<file path="src/rtl/xlat_pkg.sv">
package xlat_pkg;
  localparam int VA_W       = 32;
  localparam int PAGE_OFF_W = 12;
  localparam int VPN_W      = VA_W - PAGE_OFF_W;
  localparam int PPN_W      = 20;
  localparam int PA_W       = PPN_W + PAGE_OFF_W;

  typedef logic [VPN_W-1:0] vpn_t;
  typedef logic [PPN_W-1:0] ppn_t;
  typedef logic [PAGE_OFF_W-1:0] off_t;
endpackage

</file>
<file path="src/rtl/xlat_first.sv">
// Lowest-index set bit of a request vector.
module xlat_first #(
  parameter int N  = 16,
  localparam int IW = (N > 1) ? $clog2(N) : 1
) (
  input  logic [N-1:0]  req,
  output logic          found,
  output logic [IW-1:0] idx
);
  always_comb begin
    found = 1'b0;
    idx   = '0;
    for (int i = N - 1; i >= 0; i--) begin
      if (req[i]) begin
        found = 1'b1;
        idx   = IW'(i);
      end
    end
  end
endmodule

</file>
<file path="src/rtl/xlat_cam.sv">
// Parallel compare of a key against every stored page number.
module xlat_cam #(
  parameter int N = 16,
  parameter int W = 20
) (
  input  logic [N-1:0][W-1:0] tags,
  input  logic [N-1:0]        valid,
  input  logic [W-1:0]        key,
  output logic [N-1:0]        match
);
  for (genvar g = 0; g < N; g++) begin : g_cmp
    assign match[g] = valid[g] && (tags[g] == key);
  end
endmodule

</file>
<file path="src/rtl/xlat_victim.sv">
// Refill target choice: same page, then empty, then unreferenced, then rotation.
module xlat_victim #(
  parameter int N  = 16,
  localparam int IW = (N > 1) ? $clog2(N) : 1
) (
  input  logic [N-1:0]  same_page,
  input  logic [N-1:0]  valid,
  input  logic [N-1:0]  refd,
  input  logic [IW-1:0] rr_ptr,
  output logic [IW-1:0] victim,
  output logic          use_rr
);
  logic          sp_found, inv_found, unref_found;
  logic [IW-1:0] sp_idx, inv_idx, unref_idx;

  xlat_first #(.N(N)) u_same  (.req(same_page),     .found(sp_found),    .idx(sp_idx));
  xlat_first #(.N(N)) u_empty (.req(~valid),        .found(inv_found),   .idx(inv_idx));
  xlat_first #(.N(N)) u_unref (.req(valid & ~refd), .found(unref_found), .idx(unref_idx));

  always_comb begin
    use_rr = 1'b0;
    if (sp_found)         victim = sp_idx;
    else if (inv_found)   victim = inv_idx;
    else if (unref_found) victim = unref_idx;
    else begin
      victim = rr_ptr;
      use_rr = 1'b1;
    end
  end
endmodule

</file>
<file path="src/rtl/xlat_buffer.sv">
module xlat_buffer
  import xlat_pkg::*;
#(
  parameter int NUM_ENTRIES = 16,
  localparam int IW = (NUM_ENTRIES > 1) ? $clog2(NUM_ENTRIES) : 1
) (
  input  logic             clk,
  input  logic             rst,
  input  logic             lk_valid,
  input  logic             lk_write,
  input  logic [VA_W-1:0]  lk_vaddr,
  output logic             rsp_valid,
  output logic             rsp_hit,
  output logic             miss_exc,
  output logic [PA_W-1:0]  rsp_paddr,
  input  logic             ref_clr,
  input  logic             fill_valid,
  input  logic [VPN_W-1:0] fill_vpn,
  input  logic [PPN_W-1:0] fill_ppn,
  output logic             evict_valid,
  output logic [VPN_W-1:0] evict_vpn,
  output logic [PPN_W-1:0] evict_ppn,
  output logic             evict_dirty,
  output logic             evict_ref
);
  localparam int N = NUM_ENTRIES;

  vpn_t [N-1:0] vpn_q;
  ppn_t [N-1:0] ppn_q;
  logic [N-1:0] valid_q, dirty_q, ref_q;
  logic [N-1:0] valid_nxt, dirty_nxt, ref_nxt;
  logic [IW-1:0] rr_q;

  vpn_t lk_vpn;
  off_t lk_off;
  assign lk_vpn = lk_vaddr[VA_W-1:PAGE_OFF_W];
  assign lk_off = lk_vaddr[PAGE_OFF_W-1:0];

  logic [N-1:0]  lk_match, fill_match;
  logic          hit_any;
  logic [IW-1:0] hit_idx;
  logic [IW-1:0] vic_idx;
  logic          vic_rr;
  logic          lk_hit;

  xlat_cam #(.N(N), .W(VPN_W)) u_cam_lk (
    .tags(vpn_q), .valid(valid_q), .key(lk_vpn), .match(lk_match));
  xlat_cam #(.N(N), .W(VPN_W)) u_cam_fill (
    .tags(vpn_q), .valid(valid_q), .key(fill_vpn), .match(fill_match));

  xlat_first #(.N(N)) u_hit_enc (.req(lk_match), .found(hit_any), .idx(hit_idx));

  xlat_victim #(.N(N)) u_victim (
    .same_page(fill_match), .valid(valid_q), .refd(ref_q),
    .rr_ptr(rr_q), .victim(vic_idx), .use_rr(vic_rr));

  assign lk_hit = lk_valid && hit_any;

  // Next-state of status vectors; a refill overrides a hit on its own slot.
  always_comb begin
    valid_nxt = valid_q;
    dirty_nxt = dirty_q;
    ref_nxt   = ref_clr ? '0 : ref_q;
    if (lk_hit) begin
      ref_nxt[hit_idx] = 1'b1;
      if (lk_write) dirty_nxt[hit_idx] = 1'b1;
    end
    if (fill_valid) begin
      valid_nxt[vic_idx] = 1'b1;
      dirty_nxt[vic_idx] = 1'b0;
      ref_nxt[vic_idx]   = 1'b0;
    end
  end

  // Translation storage: one write port addressed by the refill target.
  always_ff @(posedge clk) begin
    if (fill_valid) begin
      vpn_q[vic_idx] <= fill_vpn;
      ppn_q[vic_idx] <= fill_ppn;
    end
  end

  always_ff @(posedge clk) begin
    if (rst) begin
      valid_q     <= '0;
      dirty_q     <= '0;
      ref_q       <= '0;
      rr_q        <= '0;
      rsp_valid   <= 1'b0;
      rsp_hit     <= 1'b0;
      miss_exc    <= 1'b0;
      rsp_paddr   <= '0;
      evict_valid <= 1'b0;
      evict_vpn   <= '0;
      evict_ppn   <= '0;
      evict_dirty <= 1'b0;
      evict_ref   <= 1'b0;
    end else begin
      valid_q   <= valid_nxt;
      dirty_q   <= dirty_nxt;
      ref_q     <= ref_nxt;
      rsp_valid <= lk_valid;
      rsp_hit   <= lk_hit;
      miss_exc  <= lk_valid && !hit_any;
      rsp_paddr <= lk_hit ? {ppn_q[hit_idx], lk_off} : '0;
      if (fill_valid && vic_rr)
        rr_q <= (rr_q == IW'(N - 1)) ? '0 : rr_q + 1'b1;
      evict_valid <= fill_valid && valid_q[vic_idx];
      if (fill_valid && valid_q[vic_idx]) begin
        evict_vpn   <= vpn_q[vic_idx];
        evict_ppn   <= ppn_q[vic_idx];
        evict_dirty <= dirty_q[vic_idx];
        evict_ref   <= ref_q[vic_idx];
      end else begin
        evict_vpn   <= '0;
        evict_ppn   <= '0;
        evict_dirty <= 1'b0;
        evict_ref   <= 1'b0;
      end
    end
  end

  // right after reset no slot may match a lookup.
  a_r1_empty_after_reset: assert property (@(posedge clk)
    rst |=> (valid_q == '0));

  // a response appears only one cycle after a request.
  a_r2_rsp_follows_req: assert property (@(posedge clk) disable iff (rst)
    rsp_valid |-> $past(lk_valid));

  // the exception pulse never accompanies a hit.
  a_r3_miss_not_hit: assert property (@(posedge clk) disable iff (rst)
    miss_exc |-> (rsp_valid && !rsp_hit));

  // the refill target is live on the following cycle.
  a_r4_fill_installs: assert property (@(posedge clk) disable iff (rst)
    fill_valid |=> valid_q[$past(vic_idx)]);

  // a lone clear leaves no referenced slot.
  a_r6_clear_all: assert property (@(posedge clk) disable iff (rst)
    (ref_clr && !lk_valid && !fill_valid) |=> (ref_q == '0));

  // while an empty slot exists, a new page never displaces a live one.
  a_r7_empty_first: assert property (@(posedge clk) disable iff (rst)
    (fill_valid && (fill_match == '0) && !(&valid_q)) |=> !evict_valid);

  // eviction reports only follow a refill.
  a_r8_evict_after_fill: assert property (@(posedge clk) disable iff (rst)
    evict_valid |-> $past(fill_valid));

  // at most one slot holds a given page.
  a_r9_unique_page: assert property (@(posedge clk) disable iff (rst)
    $onehot0(lk_match));

  // the page offset is carried through unchanged.
  a_r10_offset_passthru: assert property (@(posedge clk) disable iff (rst)
    (rsp_valid && rsp_hit) |-> (rsp_paddr[PAGE_OFF_W-1:0] == $past(lk_vaddr[PAGE_OFF_W-1:0])));
endmodule

</file>
<file path="config.mk">
export PLATFORM = sky130hd
export DESIGN_NAME = xlat_buffer
export DESIGN_NICKNAME = d
export VERILOG_FILES = /design/src/rtl/xlat_pkg.sv /design/src/rtl/xlat_first.sv /design/src/rtl/xlat_cam.sv /design/src/rtl/xlat_victim.sv /design/src/rtl/xlat_buffer.sv
export SDC_FILE = /design/constraint.sdc
export NUM_CORES = 2
export LEC_CHECK = 0
export ABC_AREA = 1
export BUFFER_PORTS_ARGS = -buffer_cell sky130_fd_sc_hd__buf_2
export CAP_MARGIN = 10
export CORE_ASPECT_RATIO = 0.9
export CORE_UTILIZATION = 44
export DETAILED_ROUTE_END_ITERATION = 8
export PLACE_DENSITY_LB_ADDON = 0.25
export SLEW_MARGIN = 20
export SYNTH_ARGS = -nofsm -noshare
export SYNTH_HDL_FRONTEND = slang
export SYNTH_SLANG_ARGS = --single-unit
</file>
<file path="constraint.sdc">
create_clock -name clk -period 6.9 [get_ports clk]
set_input_delay 1.38 -clock clk [delete_from_list [all_inputs] [get_ports clk]]
set_output_delay 1.38 -clock clk [all_outputs]
set_load 0.02 [all_outputs]
</file>
Word level (Yosys, flattened, before mapping)
Index checks and enable logic that the tools add are counted.
{ "op_classes": {"addsub": 1, "n_lt_le_gt_ge": 4, "n_eq_ne": 33, "n_mux": 161, "bitwise_logic": 11, "reduce_logical": 41} }
{ "op_table": {"columns": ["cell", "n"], "rows": [
  ["320-bit bitwise mux", 2],
  ["20-bit == test", 32],
  ["4-bit two-way mux", 68],
  ["20-bit binary-select mux with 4-bit select", 3],
  ["16-bit two-way mux", 6],
  ["20-bit demux with 4-bit select", 1],
  ["20-bit two-way mux", 4],
  ["1-bit two-way mux", 72],
  ["16-bit bitwise AND", 3],
  ["16-bit inverter", 3],
  ["16-bit bitwise OR", 3],
  ["1-bit logical AND", 38],
  ["1-bit binary-select mux with 4-bit select", 3],
  ["4-bit by 5-bit less-than comparator with 1-bit output, second input constant", 2],
  ["1-bit demux with 4-bit select", 2],
  ["4-bit by 1-bit >= comparator with 1-bit output, second input constant", 2],
  ["4-bit by 1-bit adder with 4-bit output, second input constant", 1],
  ["4-bit == test, second input constant", 1],
  ["2-bit OR reduction", 2],
  ["1-bit inverter", 2],
  ["1-bit zero test", 1]
]} }
{ "totals": {"register_bits": 770, "inputBits": 78, "wordCells": 296} }

Longest topological paths before layout
{ "logic_depth": {"depth_word": 28, "mapped_depth": 34, "depth_no_buf": 31} }

Hierarchy
From an unflattened synthesis, not the netlist that was laid out.
{ "unflattened": {"hier_cells": 5959, "hier_area_um2": 43604.3} }
{ "modules_own_cells": {"columns": ["module", "n_inst", "cells_each", "area_each_um2", "seq_area_each_um2"], "rows": [
  ["xlat_buffer", 1, 2987, 31510.2, 21820.9],
  ["xlat_cam", 2, 1354, 5495.3, 0.0],
  ["xlat_first", 4, 49, 209.0, 0.0],
  ["xlat_victim", 1, 68, 267.8, 0.0]
]} }

Worst setup path before layout
OpenSTA, ideal clock, no wires.
{ "synth_timing": {"kind": "input to register", "from": "in fill_vpn[8]", "to": "reg dirty_q[0]", "setup_time_ps": 117, "arrival_ps": 5407, "t_required_ps": 6783, "path_slack_ps": 1376, "cell_stages": 24, "n_path_buf": 3, "cell_sequence": "buf_2 > buf_4 > xor2_1 > nor4_1 > nand3_1 > nand2_1 > nand2_1 > nand2_1 > nand2_1 > nand2_1 > nand2_1 > nand2_1 > nand2_1 > nand2_1 > nand2_1 > nand2_4 > nand2_2 > nor2_1 > buf_2 > inv_1 > nor2_1 > inv_1 > nand2_1 > a21oi_1"} }
{ "synth_between": {"elab_chain_cells": 26} }
{ "synth_rtl": {"columns": ["item", "line", "source"], "rows": [
  ["from (decl)", "xlat_buffer.sv:18", "input logic [VPN_W-1:0] fill_vpn,"],
  ["20-bit == test", "xlat_cam.sv:12", "assign match[g] = valid[g] && (tags[g] == key);"],
  ["1-bit logical AND", "xlat_cam.sv:12", null],
  ["4-bit two-way mux / 1-bit two-way mux (equally long branches) (16 in series)", "xlat_first.sv:14", "if (req[i]) begin"],
  ["4-bit two-way mux *", "xlat_victim.sv:22", "if (sp_found) victim = sp_idx;"],
  ["4-bit by 5-bit less-than comparator with 1-bit output (implied by the code) / 4-bit by 1-bit >= comparator with 1-bit output (equally long branches)", "xlat_buffer.sv:70", "dirty_nxt[vic_idx] = 1'b0;"],
  ["1-bit logical AND (implied by the code)", "xlat_buffer.sv:70", null],
  ["1-bit two-way mux (implied by the code)", "xlat_buffer.sv:70", null],
  ["1-bit demux with 4-bit select *", "xlat_buffer.sv:70", null],
  ["16-bit inverter (no source line) *", null, null],
  ["16-bit bitwise AND (no source line) *", null, null],
  ["16-bit two-way mux *", "xlat_buffer.sv:68", "if (fill_valid) begin"],
  ["to (signal assigned)", "xlat_buffer.sv:100", "dirty_q <= dirty_nxt;"],
  ["to (decl)", "xlat_buffer.sv:30", "logic [N-1:0] valid_q, dirty_q, ref_q;"]
]} }
Mark *: on every way between the ends. The rest lies on a longest branch, timed or not.
A chain may end at the register's enable or synchronous reset.

Worst setup path after layout
{ "layout_timing": {"from": "in fill_vpn[4]", "to": "reg evict_vpn[19]"} }
{ "layout_between": {"elab_chain_cells": 24} }
{ "layout_rtl": {"columns": ["item", "line", "source"], "rows": [
  ["20-bit == test", "xlat_cam.sv:12", null],
  ["1-bit logical AND", "xlat_cam.sv:12", null],
  ["4-bit two-way mux / 1-bit two-way mux (equally long branches) (16 in series)", "xlat_first.sv:14", null],
  ["4-bit two-way mux *", "xlat_victim.sv:22", null],
  ["1-bit binary-select mux with 4-bit select", "xlat_buffer.sv:109", "if (fill_valid && valid_q[vic_idx]) begin"],
  ["1-bit two-way mux (implied by the code)", "xlat_buffer.sv:109", null],
  ["1-bit logical AND", "xlat_buffer.sv:109", null],
  ["1-bit inverter (no source line)", null, null],
  ["2-bit OR reduction (no source line)", null, null],
  ["to (signal assigned)", "xlat_buffer.sv:110", "evict_vpn <= vpn_q[vic_idx];"],
  ["to (decl)", "xlat_buffer.sv:21", "output logic [VPN_W-1:0] evict_vpn,"]
]} }
Mark *: on every way between the ends. The rest lies on a longest branch, timed or not. The select of a mux whose other input is x is not followed.

==> run_results.csv <==
group,metric,value,unit
worst_setup_path,critPathLaunchType,"input port",
clocking,cts.clk_slew.worst_paths,0.06,ns
synth,synth_top_family_by_area,"simple AND/OR/NAND/NOR gates",
synth,netlist.area_leader.share,0.453,
worst_setup_path,rrSetupSlack,1.58,ns
synth,synth_edf_count,640,
power,max-vdd-ir-drop,0.185,mV
global_route,grt_util_met2,0.569,
place,io_buffers,155,
timing,worst_slack,1.23,ns
synth,synth_fa_ha_area_frac,0.000295,
global_route,globalRouteMet1Util,0.593,
worst_setup_path,path_class,"in -> reg",
timing,hold_ws,0.455,ns
layout,final_util,0.502,
global_route,grt_max_degree,119,
global_route,grt_pass1_wl,295000,um
global_route,top_usage_layer,"met1",
route,dr.pass1.iters,8,
worst_setup_path,crit_start,"fill_vpn[4]",
timing,min_period,5.67,ns
floorplan,start_util,0.446,
timing,hold_violations,0,
flow_run,maxCapViolations,0,
clocking,postCtsSetupRepairBufs,0,
synth,synthArstFlopShare,0,
timing,period_share,0.821,
worst_setup_path,endpoint_kind,"flip-flop",
synth,syn_area,42500,sq um
layout,drive_above_1_share,0.111,
min_path,hold_path.startpoint,"dirty_q[4]",
clocking,cts_inserted_buffers,85,
min_path,hold_path.class,"reg -> reg",
global_route,use_met3,0.169,
clocking,cts_tree,"yes",
clocking,cts-root-buf,"clkbuf_16",
synth,yosys.area_share.simple,0.305,
timing,setup-violations-final,0,
route,wl,212000,um
worst_setup_path,cp_max_fo,25,
synth,ys_top_cells_by_area,"edfxtp_1 45%, nand2_1 9.1%, nand4_1 8.5%",
timing,rsz0062_at_grt,"no",
global_route,grt_pass1_vias,38900,
route,vias,43000,
worst_setup_path,regToRegEndpoint,"evict_vpn[14]",
route,antenna_left,0,
synth,yosysWarnings,0,
synth,synth-compound-area-share,0.0760,
timing,worst_pin_slew,1.12,ns
global_route,overflow,0,
route,wl_per_cell,34.2,um
clocking,hold_buffers,0,
layout,layout.nets,4947,
power,cellLeakagePower,17.9,nW
min_path,hold_end,"dirty_q[4]",
synth,synth_flop_cell,"edfxtp_1",
clocking,htree_levels,3,
floorplan,die_h,297,um
floorplan,num_rows,107,
synth,synthMuxAreaShare,0,
route,drt-initial-drc-count,7267,
synth,synth_xor_area_frac,0.0355,
synth,netlist-cell-type-count,58,
place,dp_hpwl,134000,um
route,drc,0,
clocking,clk_latency,0.69,ns
place,gp_congestion,1.08,
timing,tns,0,ns
worst_setup_path,cp.required,7.49,ns
floorplan,coreArea,95200,sq um
worst_setup_path,r2r_start,"valid_q[11]",
global_route,grt_use_total,0.424,
timing,skew,0.0344,ns
timing,max_clock_freq,176,MHz
clocking,clk_path_buf_depth,3,
min_path,hold_depth,2,
worst_setup_path,ff2ff_path_depth,25,
floorplan,dieArea,97800,sq um
synth,syn_nets,4916,
global_route,antenna_found_initial,10,
floorplan,die_w,329,um
floorplan,io_pins,156,
clocking,cts_sinks,770,
run_status,status,"finished, final reports clean",
worst_setup_path,critical_path_arrival,6.26,ns
route,viasPerCell,6.93,
clocking,ctsResizeCount,0,
synth,synth_seq_area_share,0.514,
synth,netlist_instances,4837,
synth,synth_seq_cells,770,
power,power_density,228,nW/um^2
synth,avgSynthCellArea,8.78,sq um
place,place_ws,0.893,ns
timing,slew_viol_final,0,
timing,maxSlewHeadroom,0.255,
layout,areaGrowthSynthToFinish,12.5,%
synth,yosys.area.top_type,"edfxtp_1",
## where the power goes
| part | internal (mW) | switching, mW |
|---|---|---|
| Combinational | 0.289 | 0.917 |
| Clock | 2.58 | 2.00 |
| Sequential | 5.08 | 0.0461 |
## registers in the layout, summed over array words and instances, names as in the netlist
register     flops
rsp_valid        1
evict_dirty      1
dirty_q         16
rsp_paddr       32
ppn_q          320
evict_ref        1
evict_valid      1
evict_vpn       20
ref_q           16
miss_exc         1
rr_q             4
rsp_hit          1
vpn_q          320
valid_q         16
evict_ppn       20
## cell usage in the layout (no fill, tap or decap), drive strengths merged, types with 2 or more instances in the layout
| cell type | synthesis | routed |
|---|---|---|
| clkinvlp | 0 | 6 |
| a221oi | 24 | 24 |
| a221o | 4 | 4 |
| inv | 276 | 283 |
| or2 | 25 | 25 |
| bufinv | 0 | 4 |
| a32oi | 6 | 6 |
| nor3b | 3 | 3 |
| nand2 | 1032 | 1032 |
| o211ai | 10 | 10 |
| a22oi | 2 | 2 |
| a21oi | 65 | 65 |
| clkinv | 5 | 32 |
| a22o | 5 | 5 |
| nor2 | 337 | 337 |
| clkbuf | 141 | 113 |
| xor2 | 85 | 85 |
| o21a | 12 | 12 |
| diode | 0 | 9 |
| nand3b | 61 | 61 |
| nor4 | 61 | 61 |
| nand3 | 600 | 600 |
| o2111ai | 28 | 28 |
| dfxtp | 130 | 130 |
| o221ai | 7 | 7 |
| and3 | 3 | 3 |
| a31oi | 10 | 10 |
| o21bai | 4 | 4 |
| edfxtp | 640 | 640 |
| nand4 | 580 | 580 |
| buf | 240 | 325 |
| a211oi | 13 | 13 |
| o21ai | 134 | 134 |
| nor3 | 15 | 15 |
| xnor2 | 87 | 87 |
| o22ai | 184 | 184 |
## critical path: stages
cell     delay (ns)
buf_2          0.54
inv_2          0.33
nor2_1         0.26
nor3_1         0.10
nand3_1        0.29
nand2_1        0.10
nor2_1         0.35
nand2_1        0.23
nor2_4         0.30
nand2_1        0.15
o21ai_4        0.38
buf_4          0.38
buf_4          0.41
nand3_1        0.17
nand4_1        0.12
nand2_1        0.13
nand2_1        0.35
nor2_1         0.10
nor2_1         0.11
## cell families after synthesis
logic type | count (synthesis)
compound gates | 512
xor+xnor | 172
fa+ha+maj | 1
buf+inv | 662
flops | 770
simple gates | 2720
## Yosys cell counts (9+ instances only)
master     count
clkbuf_1     141
buf_6         12
edfxtp_1     640
o21a_1        12
buf_2        187
o21ai_0      104
nand4_1      580
a221oi_1      24
inv_1        249
o21ai_1       29
dfxtp_1      130
a31oi_1        9
inv_2         24
o2111ai_1     28
a211oi_1      13
o22ai_1      184
xnor2_1       87
a21oi_1       63
nor2_1       333
nand3_1      599
nor3_1        15
nand2_1     1027
buf_4         37
xor2_1        85
nor4_1        61
or2_2         18
o211ai_1       9
nand3b_1      61
## worst max-delay path by stage
stage | end | depth (start not counted)
after floorplan | dirty_q[0] | 24
after global placement | evict_vpn[12] | 31
after detailed placement | evict_vpn[19] | 19
after CTS | evict_vpn[19] | 19
after global routing | evict_ppn[6] | 32
final | evict_vpn[19] | 19
## layer usage
layer / routed length [um] / vias to the layer above
met5: 59 / -
li1: - / 17600
met2: 83600 / 4009
met4: 11100 / 8
met1: 81800 / 20600
met3: 35300 / 737
## per-stage QoR
step | area, sq um | total power, mW | std cells
final | 47800 | 10.9 | 6200
after global routing | 47700 | 11.1 | 6191
after CTS | 47700 | 10.8 | 6191
after detailed placement | 45000 | 6.35 | 6034
after global placement | 45000 | 6.35 | 6034
after floorplan | 42500 | 5.82 | 4837
## layout make-up
class | instances | area (sq um)
Tap cell | 1253 | 1570
Inverter | 281 | 1060
Clock inverter | 44 | 360
Timing Repair Buffer | 325 | 2560
Sequential cell | 770 | 21800
Clock buffer | 113 | 2380
Antenna cell | 9 | 22.5
Multi-Input combinational cell | 3405 | 18000
Fill cell | 8972 | 47400
Note: power is estimated with default switching activity, not from simulation.
